File: src/rtl/sar_adc_pkg.sv
package sar_adc_pkg;
  localparam int ADC_BITS    = 8;
  localparam int CONV_CYCLES = 50;
  localparam int STEP_CYCLES = 5;
  localparam int REG_W       = 8;
  localparam int NUM_CHAN    = 8;
  localparam logic [7:0] CTRL_OFS   = 8'hD9;
  localparam logic [7:0] RESULT_OFS = 8'hDA;
  localparam int FLAG_POS   = 3;
  localparam int LADDER_POS = 4;

  // Trial step that a cycle falls in, or -1 inside the sampling phase.
  function automatic int step_index(int cyc, int sample_len, int step_len);
    if (cyc < sample_len) return -1;
    return (cyc - sample_len) / step_len;
  endfunction

  // True in the cycle whose closing edge captures the comparator.
  function automatic bit is_decision(int cyc, int sample_len, int step_len);
    if (cyc < sample_len) return 1'b0;
    return ((cyc - sample_len) % step_len) == (step_len - 1);
  endfunction
endpackage

File: src/rtl/sar_adc_timer.sv
module sar_adc_timer #(
  parameter int BITS = sar_adc_pkg::ADC_BITS,
  parameter int CONV = sar_adc_pkg::CONV_CYCLES,
  parameter int STEP = sar_adc_pkg::STEP_CYCLES
) (
  input  logic            clk,
  input  logic            rst_n,
  input  logic            start,
  output logic            busy,
  output logic [BITS-1:0] trial_mask,
  output logic            decide,
  output logic            finish
);
  localparam int SAMPLE = CONV - BITS * STEP;
  localparam int LAST   = CONV - 1;
  localparam int CNT_W  = $clog2(CONV);

  logic [CNT_W-1:0] cnt;
  int               idx;

  always_ff @(posedge clk or negedge rst_n) begin
    if (!rst_n) begin
      busy <= 1'b0;
      cnt  <= '0;
    end else if (start) begin
      busy <= 1'b1;
      cnt  <= '0;
    end else if (busy) begin
      if (cnt == CNT_W'(LAST)) begin
        busy <= 1'b0;
        cnt  <= '0;
      end else begin
        cnt <= cnt + 1'b1;
      end
    end
  end

  always_comb begin
    idx        = sar_adc_pkg::step_index(int'(cnt), SAMPLE, STEP);
    trial_mask = '0;
    for (int b = 0; b < BITS; b++) begin
      if (busy && idx == BITS - 1 - b) trial_mask[b] = 1'b1;
    end
  end

  assign decide = busy && !start && sar_adc_pkg::is_decision(int'(cnt), SAMPLE, STEP);
  assign finish = busy && !start && (cnt == CNT_W'(LAST));

  p_restart_zero_r9: assert property (@(posedge clk) disable iff (!rst_n)
    start |=> (busy && cnt == '0));
  p_cnt_bound_r3: assert property (@(posedge clk) disable iff (!rst_n)
    busy |-> (int'(cnt) <= LAST));
  p_finish_idle_r3: assert property (@(posedge clk) disable iff (!rst_n)
    finish |=> !busy);
  p_mask_onehot_r10: assert property (@(posedge clk) disable iff (!rst_n)
    $onehot0(trial_mask));
endmodule

File: src/rtl/sar_adc_search.sv
module sar_adc_search #(
  parameter int BITS = sar_adc_pkg::ADC_BITS
) (
  input  logic            clk,
  input  logic            rst_n,
  input  logic            start,
  input  logic            busy,
  input  logic [BITS-1:0] trial_mask,
  input  logic            decide,
  input  logic            finish,
  input  logic            cmp_in,
  output logic [BITS-1:0] trial_code,
  output logic [BITS-1:0] result_q
);
  logic [BITS-1:0] work;
  logic [BITS-1:0] kept;

  assign kept       = cmp_in ? (work | trial_mask) : work;
  assign trial_code = busy ? (work | trial_mask) : '0;

  always_ff @(posedge clk or negedge rst_n) begin
    if (!rst_n) begin
      work     <= '0;
      result_q <= '0;
    end else begin
      if (start)       work <= '0;
      else if (decide) work <= kept;
      if (finish)      result_q <= kept;
    end
  end

  p_result_hold_r5: assert property (@(posedge clk) disable iff (!rst_n)
    !finish |=> $stable(result_q));
  p_msb_first_r4: assert property (@(posedge clk) disable iff (!rst_n)
    trial_mask[BITS-1] |-> (work == '0));
endmodule

File: src/rtl/sar_adc_regs.sv
module sar_adc_regs #(
  parameter int NUM_CH = sar_adc_pkg::NUM_CHAN,
  parameter int REG_W  = sar_adc_pkg::REG_W,
  localparam int CH_W  = $clog2(NUM_CH)
) (
  input  logic             clk,
  input  logic             rst_n,
  input  logic             bus_sel,
  input  logic             bus_wr,
  input  logic [7:0]       bus_addr,
  input  logic [REG_W-1:0] bus_wdata,
  output logic [REG_W-1:0] bus_rdata,
  input  logic             conv_done,
  input  logic [REG_W-1:0] result,
  output logic             start,
  output logic [CH_W-1:0]  chan_q,
  output logic             ladder_q,
  output logic             irq_q
);
  import sar_adc_pkg::*;

  logic       ctrl_wr;
  logic [2:0] ch_q;
  logic       done_q;

  assign ctrl_wr = bus_sel && bus_wr && (bus_addr == CTRL_OFS);
  assign start   = ctrl_wr && !bus_wdata[FLAG_POS];

  always_ff @(posedge clk or negedge rst_n) begin
    if (!rst_n) begin
      ch_q     <= '0;
      ladder_q <= 1'b0;
      done_q   <= 1'b1;
      chan_q   <= '0;
      irq_q    <= 1'b0;
    end else begin
      if (ctrl_wr) begin
        ch_q     <= bus_wdata[2:0];
        ladder_q <= bus_wdata[LADDER_POS];
      end
      if (start)          done_q <= 1'b0;
      else if (conv_done) done_q <= 1'b1;
      if (start) chan_q <= bus_wdata[CH_W-1:0];
      irq_q <= conv_done;
    end
  end

  always_comb begin
    bus_rdata = '0;
    if (bus_addr == CTRL_OFS) begin
      bus_rdata[2:0]        = ch_q;
      bus_rdata[FLAG_POS]   = done_q;
      bus_rdata[LADDER_POS] = ladder_q;
    end else if (bus_addr == RESULT_OFS) begin
      bus_rdata = result;
    end
  end

  p_start_clears_r2: assert property (@(posedge clk) disable iff (!rst_n)
    start |=> !done_q);
  p_flag_hw_only_r7: assert property (@(posedge clk) disable iff (!rst_n)
    $rose(done_q) |-> $past(conv_done));
  p_irq_pulse_r3: assert property (@(posedge clk) disable iff (!rst_n)
    irq_q |=> !irq_q);
  p_irq_flag_r3: assert property (@(posedge clk) disable iff (!rst_n)
    irq_q |-> done_q);
  p_chan_hold_r8: assert property (@(posedge clk) disable iff (!rst_n)
    !start |=> $stable(chan_q));
endmodule

File: src/rtl/sar_adc_ctrl.sv
module sar_adc_ctrl #(
  parameter int NUM_CH = sar_adc_pkg::NUM_CHAN,
  parameter int BITS   = sar_adc_pkg::ADC_BITS,
  parameter int CONV   = sar_adc_pkg::CONV_CYCLES,
  parameter int STEP   = sar_adc_pkg::STEP_CYCLES,
  localparam int CH_W  = $clog2(NUM_CH)
) (
  input  logic            clk,
  input  logic            rst_n,
  input  logic            bus_sel,
  input  logic            bus_wr,
  input  logic [7:0]      bus_addr,
  input  logic [BITS-1:0] bus_wdata,
  output logic [BITS-1:0] bus_rdata,
  input  logic            cmp_in,
  output logic [CH_W-1:0] chan_sel,
  output logic            ladder_en,
  output logic [BITS-1:0] trial_code,
  output logic            irq
);
  logic            start;
  logic            busy;
  logic [BITS-1:0] trial_mask;
  logic            decide;
  logic            finish;
  logic [BITS-1:0] result_q;

  sar_adc_regs #(.NUM_CH(NUM_CH), .REG_W(BITS)) u_regs (
    .clk(clk), .rst_n(rst_n), .bus_sel(bus_sel), .bus_wr(bus_wr),
    .bus_addr(bus_addr), .bus_wdata(bus_wdata), .bus_rdata(bus_rdata),
    .conv_done(finish), .result(result_q), .start(start),
    .chan_q(chan_sel), .ladder_q(ladder_en), .irq_q(irq)
  );

  sar_adc_timer #(.BITS(BITS), .CONV(CONV), .STEP(STEP)) u_timer (
    .clk(clk), .rst_n(rst_n), .start(start), .busy(busy),
    .trial_mask(trial_mask), .decide(decide), .finish(finish)
  );

  sar_adc_search #(.BITS(BITS)) u_search (
    .clk(clk), .rst_n(rst_n), .start(start), .busy(busy),
    .trial_mask(trial_mask), .decide(decide), .finish(finish),
    .cmp_in(cmp_in), .trial_code(trial_code), .result_q(result_q)
  );

  p_trial_idle_r10: assert property (@(posedge clk) disable iff (!rst_n)
    !busy |-> (trial_code == '0));
  p_restart_no_irq_r9: assert property (@(posedge clk) disable iff (!rst_n)
    start |=> !irq);
endmodule

File: config.mk
export PLATFORM = sky130hd
export DESIGN_NAME = sar_adc_ctrl
export DESIGN_NICKNAME = d
export VERILOG_FILES = /design/src/rtl/sar_adc_pkg.sv /design/src/rtl/sar_adc_timer.sv /design/src/rtl/sar_adc_search.sv /design/src/rtl/sar_adc_regs.sv /design/src/rtl/sar_adc_ctrl.sv
export SDC_FILE = /design/constraint.sdc
export NUM_CORES = 1
export LEC_CHECK = 0
export BUFFER_PORTS_ARGS = -buffer_cell sky130_fd_sc_hd__buf_2
export CORE_ASPECT_RATIO = 1.1
export CORE_MARGIN = 4
export CORE_UTILIZATION = 60
export DETAILED_ROUTE_END_ITERATION = 8
export GPL_TIMING_DRIVEN = 1
export PLACE_DENSITY_LB_ADDON = 0.12
export SYNTH_ARGS = -nofsm -noshare
export SYNTH_HDL_FRONTEND = slang
export SYNTH_HIERARCHICAL = 1
export SYNTH_SLANG_ARGS = --single-unit
File: constraint.sdc
create_clock -name clk -period 12.3 [get_ports clk]
set_input_delay 2.46 -clock clk [delete_from_list [all_inputs] [get_ports clk]]
set_output_delay 2.46 -clock clk [all_outputs]
set_load 0.03 [all_outputs]
Word level (Yosys, flattened, before mapping) --
Index checks and enable logic that the tools add are counted.
Word-level totals: flip-flop bits (word level) 32, input bits 21, output and inout bits 21, logic and storage cells 73
Operators by class: $add $sub $neg 2, divide/modulo/power cells 2, magnitude comparators 1, eq/ne operators 11, mux-type cells 27, bitwise logic cells 1, reductions and logical operators 20
Operators by type and width (count):
- $eq 32x4->1 const B | 5
- $eq 32x3->1 const B | 2
- $mux 32 | 2
- $mux 8 | 5
- $div 32x4->32 const B | 1
- $eq 32x2->1 const B | 1
- $logic_not 32->1 | 1
- $mod 32x4->32 const B | 1
- $mux 6 | 3
- $eq 8x8->1 const B | 2
- $mux 1 | 15
- $logic_and 1x1->1 | 14
- $or 8x8->8 | 1
- $sub 6x4->7 const B | 1
- $add 6x1->6 const B | 1
- $eq 6x6->1 const B | 1
- $lt 6x4->1 const B | 1
- $reduce_bool 2->1 | 3
- $mux 5 | 1
- $mux 3 | 1
- $logic_not 1->1 | 2

Longest topological paths before layout --
depth after elaboration 10, depth in mapped cells 29, gate-level depth less buffers 25

Cells and area by module --
The synthesis kept the hierarchy.
Modules (own cells, without submodules):
- sar_adc_timer | times used 1, cells an instance 264, area an instance 1873.0 um^2, sequential area each 175.2 um^2
- sar_adc_search | times used 1, cells an instance 71, area an instance 721.9 um^2, sequential area each 400.4 um^2
- sar_adc_regs | times used 1, cells an instance 39, area an instance 489.2 um^2, sequential area each 226.5 um^2

Worst setup path after synthesis --
OpenSTA, ideal clock, no wires.
path kind reg-to-output, start point register u_timer.cnt[0], end point output trial_code[0], arrival 6.085 ns, required time 9.840 ns, path slack 3.755 ns, stages on the path, launching flop included 27, cells stage by stage dfrtp_1 -> clkbuf_1 -> inv_1 -> ha_1 -> or3_1 -> or3_1 -> and2_1 -> clkbuf_1 -> o21ai_0 -> nand2_1 -> xnor2_1 -> ha_1 -> o211ai_1 -> a22oi_1 -> a21oi_1 -> mux2i_1 -> and2_1 -> ha_1 -> nand2b_1 -> a221oi_2 -> buf_2 -> ha_1 -> nand3_1 -> a221oi_1 -> o21ai_1 -> nor2_1 -> o21a_1
Between the ends: longest elaborated chain between the ends 8
RTL lines:
- start: declaration | RTL line sar_adc_timer.sv:18 | logic [CNT_W-1:0] cnt;
- start signal: assignment | RTL line sar_adc_timer.sv:33 | cnt <= cnt + 1'b1;
- $sub 6x4->7 / $lt 6x4->1 (equally long branches) | RTL line sar_adc_pkg.sv:15, sar_adc_pkg.sv:14
- $div 32x4->32 (tied with other cells) | RTL line sar_adc_pkg.sv:15 | return (cyc - sample_len) / step_len;
- $mux 32 (*) | RTL line sar_adc_pkg.sv:15
- $eq 32x4->1 (*) | RTL line sar_adc_timer.sv:42 | if (busy && idx == BITS - 1 - b) trial_mask[b] = 1'b1;
- $logic_and 1x1->1 (*) | RTL line sar_adc_timer.sv:42
- $mux 1 (*) | RTL line sar_adc_timer.sv:42
- net trial_mask[0] | RTL line sar_adc_ctrl.sv:23 | logic [BITS-1:0] trial_mask;
- $or 8x8->8 (*) | RTL line sar_adc_search.sv:19 | assign trial_code = busy ? (work | trial_mask) : '0;
- $mux 8 (*) | RTL line sar_adc_search.sv:19
- end: declaration | RTL line sar_adc_ctrl.sv:18 | output logic [BITS-1:0] trial_code,
The timed path passes the listed nets; every way through them passes the cells marked *.

Worst setup path after layout --
start point register u_timer.cnt[0], end point output trial_code[1]
The elaborated chain is that of the path after synthesis.

==> metrics.txt <==
outcome=finished clean; type of the setup path with the least slack=reg -> out; final hold vios=0; sum of negative setup slack=0 ps; combinational share of power=58.8%; number of buffers and inverters on the critical path=2; global-route wire length before repair=13,080 um; average vias per placed instance=6.214; Num CTS Buffers=5; area share of the largest cell type after synthesis=25.15%; biggest area contributors in the synthesized netlist=sky130_fd_sc_hd__dfrtp_1 25%, sky130_fd_sc_hd__nor2_1 6.1%, sky130_fd_sc_hd__ha_1 5.3%; Reg power frac=22.7%; Starting Density=61.69%; Synthesized Nets=408; Worst path top cell family by delay=compound AO/OA/AOI/OAI gates; CTS tree=built; GRT Util Overall=24.40%; worst hold-check slack=500.0 ps; Area Growth Syn to Fin=7.992%; violation count after the first detailed-routing iteration=184; power per unit of standard cell area=159.9 mW/mm^2; Skew-Pair Late Insertion Delay=280 ps; Port Buffer Count=38; Pre-antenna DRT Iters=4; startpoint of the most critical hold path=u_regs/chan_q[2]; leak pwr=1.448 nW; DRT antenna net count=0; synth warn=6; Internal Dissipation=0.0003034 W; Setup crit end kind=primary output; flops & latches, synth=32; total of endpoints with negative setup slack in the final report=0; Die H=83.20 um; measured slew at the worst slew-check pin=1040 ps; vias in the first global route=2,854; Crit. path cell count=24; Die Area=0.006353 sq mm; antenna violations before repair=0; sum of overflow across all layers after global routing=0; async set-or-reset flop fraction in the synthesized netlist=100.0%; RSZ-0062 raised after global routing=no; power dissipated by switching net loads=0.0002293 W; Filler Cell Count=445; Post-route DRC=0; hold-critical path endpoint=u_regs/chan_q[2]; die boundary width=76.36 um; Final #Nets=433; worst supply voltage drop on vdd=0.1535 mV; dominant synthesized flop cell=sky130_fd_sc_hd__dfrtp_1; most numerous cell on the critical path=sky130_fd_sc_hd__ha_1; shortest clock period the worst path allows after layout=10,100 ps; Rel. slew slack=30.42%; Cell Area, Placed=0.003223 sq mm; FF-to-FF End=u_search/work[5]; standard-cell row count=27; Via Count=2,846; type of element launching the critical path=flop; global placement routability congestion=0.8746; Post-Synthesis Cells=374; flop-to-flop setup slack=4210 ps; clock-pin slew reported for the worst setup and hold paths after clock tree synthesis=70 ps; post-CTS resize count=0; r2r worst-path depth=25; pre-CTS WS=2632 ps; drt wl/cell=16.14 um; placeable core region=0.005000 sq mm; fraction of power consumed by the clock network=18.4%; post-CTS setup-driven buffer insertion count=0; pin count of the biggest net entering global routing=33; number of cells traversed by the worst hold path=1; WL final=7390 um; CP Data Required Time=9840 ps; count of placed standard cells including taps=450; non-filler instance count after layout=458; Post-Syn Area=0.003084 sq mm; final instance area=0.003331 sq mm; Netlist cell types=73; average cell area after synthesis=8.247 sq um; clock root buffer=sky130_fd_sc_hd__clkbuf_8; Crit-path slowest cell=sky130_fd_sc_hd__a221oi_2; max-slew violation count=0; min-delay worst type=reg -> reg; peak clock frequency supported by timing=0.09899 GHz; Reg2Reg Launch Point=u_timer/cnt[0]; dominant cell type by area after synthesis=sky130_fd_sc_hd__dfrtp_1; HPWL Detailed=5479 um; data arrival time of the worst path=7640 ps; Hold Buf Count CTS=0; Maximum Capacitance Violations=0; CP max stage delay=770 ps; maximum fanout encountered on the critical timing path=14; worst-case clock buffer depth=2; net switching fraction of the power=43.04%; io pins=42; cell-by-cell listing of the critical path=inv_1, ha_1, or3_1, or3_1, and2_1, o21ai_0, nand2_1, xnor2_1, ha_1, o211ai_1, a22oi_1, a21oi_1, mux2i_1, and2_1, ha_1, nand2b_1, a221oi_2, ha_1, nand3_1, a221oi_1, o21ai_1, nor2_1, o21a_1, buf_2; worst clock skew=9.164 ps; share of the yosys chip area belonging to registers=26.00%; Num Clock Sinks=32; worst path setup slack after routing=2198 ps; Inserted Diodes=0; Max H-tree Level=2; portion of the clock cycle consumed by the worst path in the final layout=82.13%; EDFF count, synth=0; fraction of final layout cells with drive strength greater than 1=19.50%
-- how the worst max path moves through the flow --
stage                          to      startpoint  slack [ps]
floorplan           trial_code[0]  u_timer/cnt[0]        3760
global placement    trial_code[1]  u_timer/cnt[0]        2760
detailed placement  trial_code[1]  u_timer/cnt[0]        2630
CTS                 trial_code[1]  u_timer/cnt[0]        2300
global route        trial_code[1]  u_timer/cnt[1]        1550
finish              trial_code[1]  u_timer/cnt[0]        2200
-- layer usage --
layer | vias up | wire length, um | GRT usage [%]
met5 | - | 0 | 0
met4 | 0 | 134 | 7.414
met3 | 14 | 391 | 5.098
met2 | 81 | 3468 | 40.37
met1 | 1317 | 3396 | 31.96
li1 | 1434 | - | -
-- cell usage in the layout (no fill, tap or decap), types with 3 or more instances in the layout --
master,n
sky130_fd_sc_hd__buf_2,38
sky130_fd_sc_hd__and3_1,3
sky130_fd_sc_hd__mux2i_1,4
sky130_fd_sc_hd__o21a_1,13
sky130_fd_sc_hd__dfrtp_1,31
sky130_fd_sc_hd__a21oi_2,6
sky130_fd_sc_hd__inv_1,9
sky130_fd_sc_hd__a21oi_1,30
sky130_fd_sc_hd__xor2_1,4
sky130_fd_sc_hd__nor2b_1,5
sky130_fd_sc_hd__and2_1,8
sky130_fd_sc_hd__nand2_1,28
sky130_fd_sc_hd__ha_1,13
sky130_fd_sc_hd__or3_1,4
sky130_fd_sc_hd__nor3_1,7
sky130_fd_sc_hd__nor3b_1,3
sky130_fd_sc_hd__o21ai_0,19
sky130_fd_sc_hd__o21ai_1,5
sky130_fd_sc_hd__nand2b_1,6
sky130_fd_sc_hd__a22oi_1,7
sky130_fd_sc_hd__o211ai_1,3
sky130_fd_sc_hd__nand3_1,6
sky130_fd_sc_hd__a31oi_1,14
sky130_fd_sc_hd__clkbuf_8,5
sky130_fd_sc_hd__xnor2_1,9
sky130_fd_sc_hd__nor2_1,50
sky130_fd_sc_hd__mux2_2,10
-- registers in the layout, indices dropped and copies added, names as in the netlist --
name	flops
u_regs/ladder_q	1
u_timer/busy	1
u_regs/done_q	1
u_search/work	8
u_regs/chan_q	3
u_regs/irq_q	1
u_regs/ch_q	3
u_search/result_q	8
u_timer/cnt	6
-- cell usage after synthesis (all sizes together) (2+ instances only) --
cell,instances
a21oi,36
nor2,50
nand3,6
o21a,14
nand4bb,2
clkbuf,4
nor3b,3
o211ai,5
or3,4
o211a,2
a211o,2
mux2i,4
a221oi,3
mux2,10
buf,16
or4,2
nand3b,2
and4bb,3
o21ai,24
nand2b,6
and2,10
inv,9
a31oi,14
nand2,28
or4b,2
a211oi,2
xnor2,9
a22oi,7
xor2,4
o311a,2
dfrtp,31
nor4,4
ha,13
nor3,9
a41oi,2
nor2b,5
o31ai,2
and3,3
or2,2
-- worst reg2reg max path, cell delays in order, from the launching register on --
cell and delay, ps:
sky130_fd_sc_hd__dfrtp_1 660, sky130_fd_sc_hd__inv_1 280, sky130_fd_sc_hd__ha_1 300, sky130_fd_sc_hd__or3_1 330, sky130_fd_sc_hd__or3_1 350, sky130_fd_sc_hd__and2_1 310, sky130_fd_sc_hd__o21ai_0 450, sky130_fd_sc_hd__nand2_1 260
sky130_fd_sc_hd__xnor2_1 220, sky130_fd_sc_hd__ha_1 260, sky130_fd_sc_hd__o211ai_1 170, sky130_fd_sc_hd__a22oi_1 80, sky130_fd_sc_hd__a21oi_1 430, sky130_fd_sc_hd__mux2i_1 270, sky130_fd_sc_hd__and2_1 220, sky130_fd_sc_hd__ha_1 290
sky130_fd_sc_hd__nand2b_1 100, sky130_fd_sc_hd__a221oi_2 770, sky130_fd_sc_hd__mux2_2 440, sky130_fd_sc_hd__ha_1 240, sky130_fd_sc_hd__a211o_1 280, sky130_fd_sc_hd__mux2_2 260, sky130_fd_sc_hd__o32a_1 340, sky130_fd_sc_hd__nor3_2 440
sky130_fd_sc_hd__a31oi_1 170, sky130_fd_sc_hd__nor2_1 110
-- power by group through the flow --
| stage | registers (W) | logic (W) | clock network (W) |
|---|---|---|---|
| 6_report | 0.000121 | 0.000313 | 0.0000982 |
| 5_1_grt | 0.000122 | 0.000349 | 0.000106 |
| 4_1_cts | 0.000121 | 0.000309 | 0.0000992 |
| 3_5_place_dp | 0.000123 | 0.000307 | 0 |
| 3_3_place_gp | 0.000122 | 0.000299 | 0 |
| 2_1_floorplan | 0.000114 | 0.000264 | 0 |
-- stage by stage --
stage / power [W] / util, %
after floorplan: 0.0003789 / -
after global placement: 0.0004212 / 64.46
after detailed placement: 0.0004303 / 64.46
after CTS: 0.0005295 / 66.62
after global routing: 0.0005772 / 66.62
final: 0.0005327 / 66.62
-- layout make-up --
| class | count | area, sq um | area share [%] |
|---|---|---|---|
| Timing Repair Buffer | 38 | 190.2 | 5.710 |
| Tap cell | 58 | 72.57 | 2.179 |
| Clock inverter | 2 | 35.03 | 1.052 |
| Inverter | 9 | 33.78 | 1.014 |
| Sequential cell | 32 | 802.0 | 24.08 |
| Clock buffer | 6 | 72.57 | 2.179 |
| Multi-Input combinational cell | 313 | 2125 | 63.79 |
-- cell families (layout without fill, tap and decap cells) --
logic type | Yosys count | after routing | synth area share [%]
buffers and inverters | 29 | 55 | 5.111
XOR/XNOR | 13 | 13 | 3.692
AND/OR/NAND/NOR | 146 | 146 | 26.33
multiplexers | 14 | 14 | 4.949
AO/OA/AOI/OAI | 127 | 127 | 28.64
adder cells (fa/ha/maj) | 13 | 13 | 5.274
flip-flops | 32 | 32 | 26.00
Power figures use the tool's default switching activity.
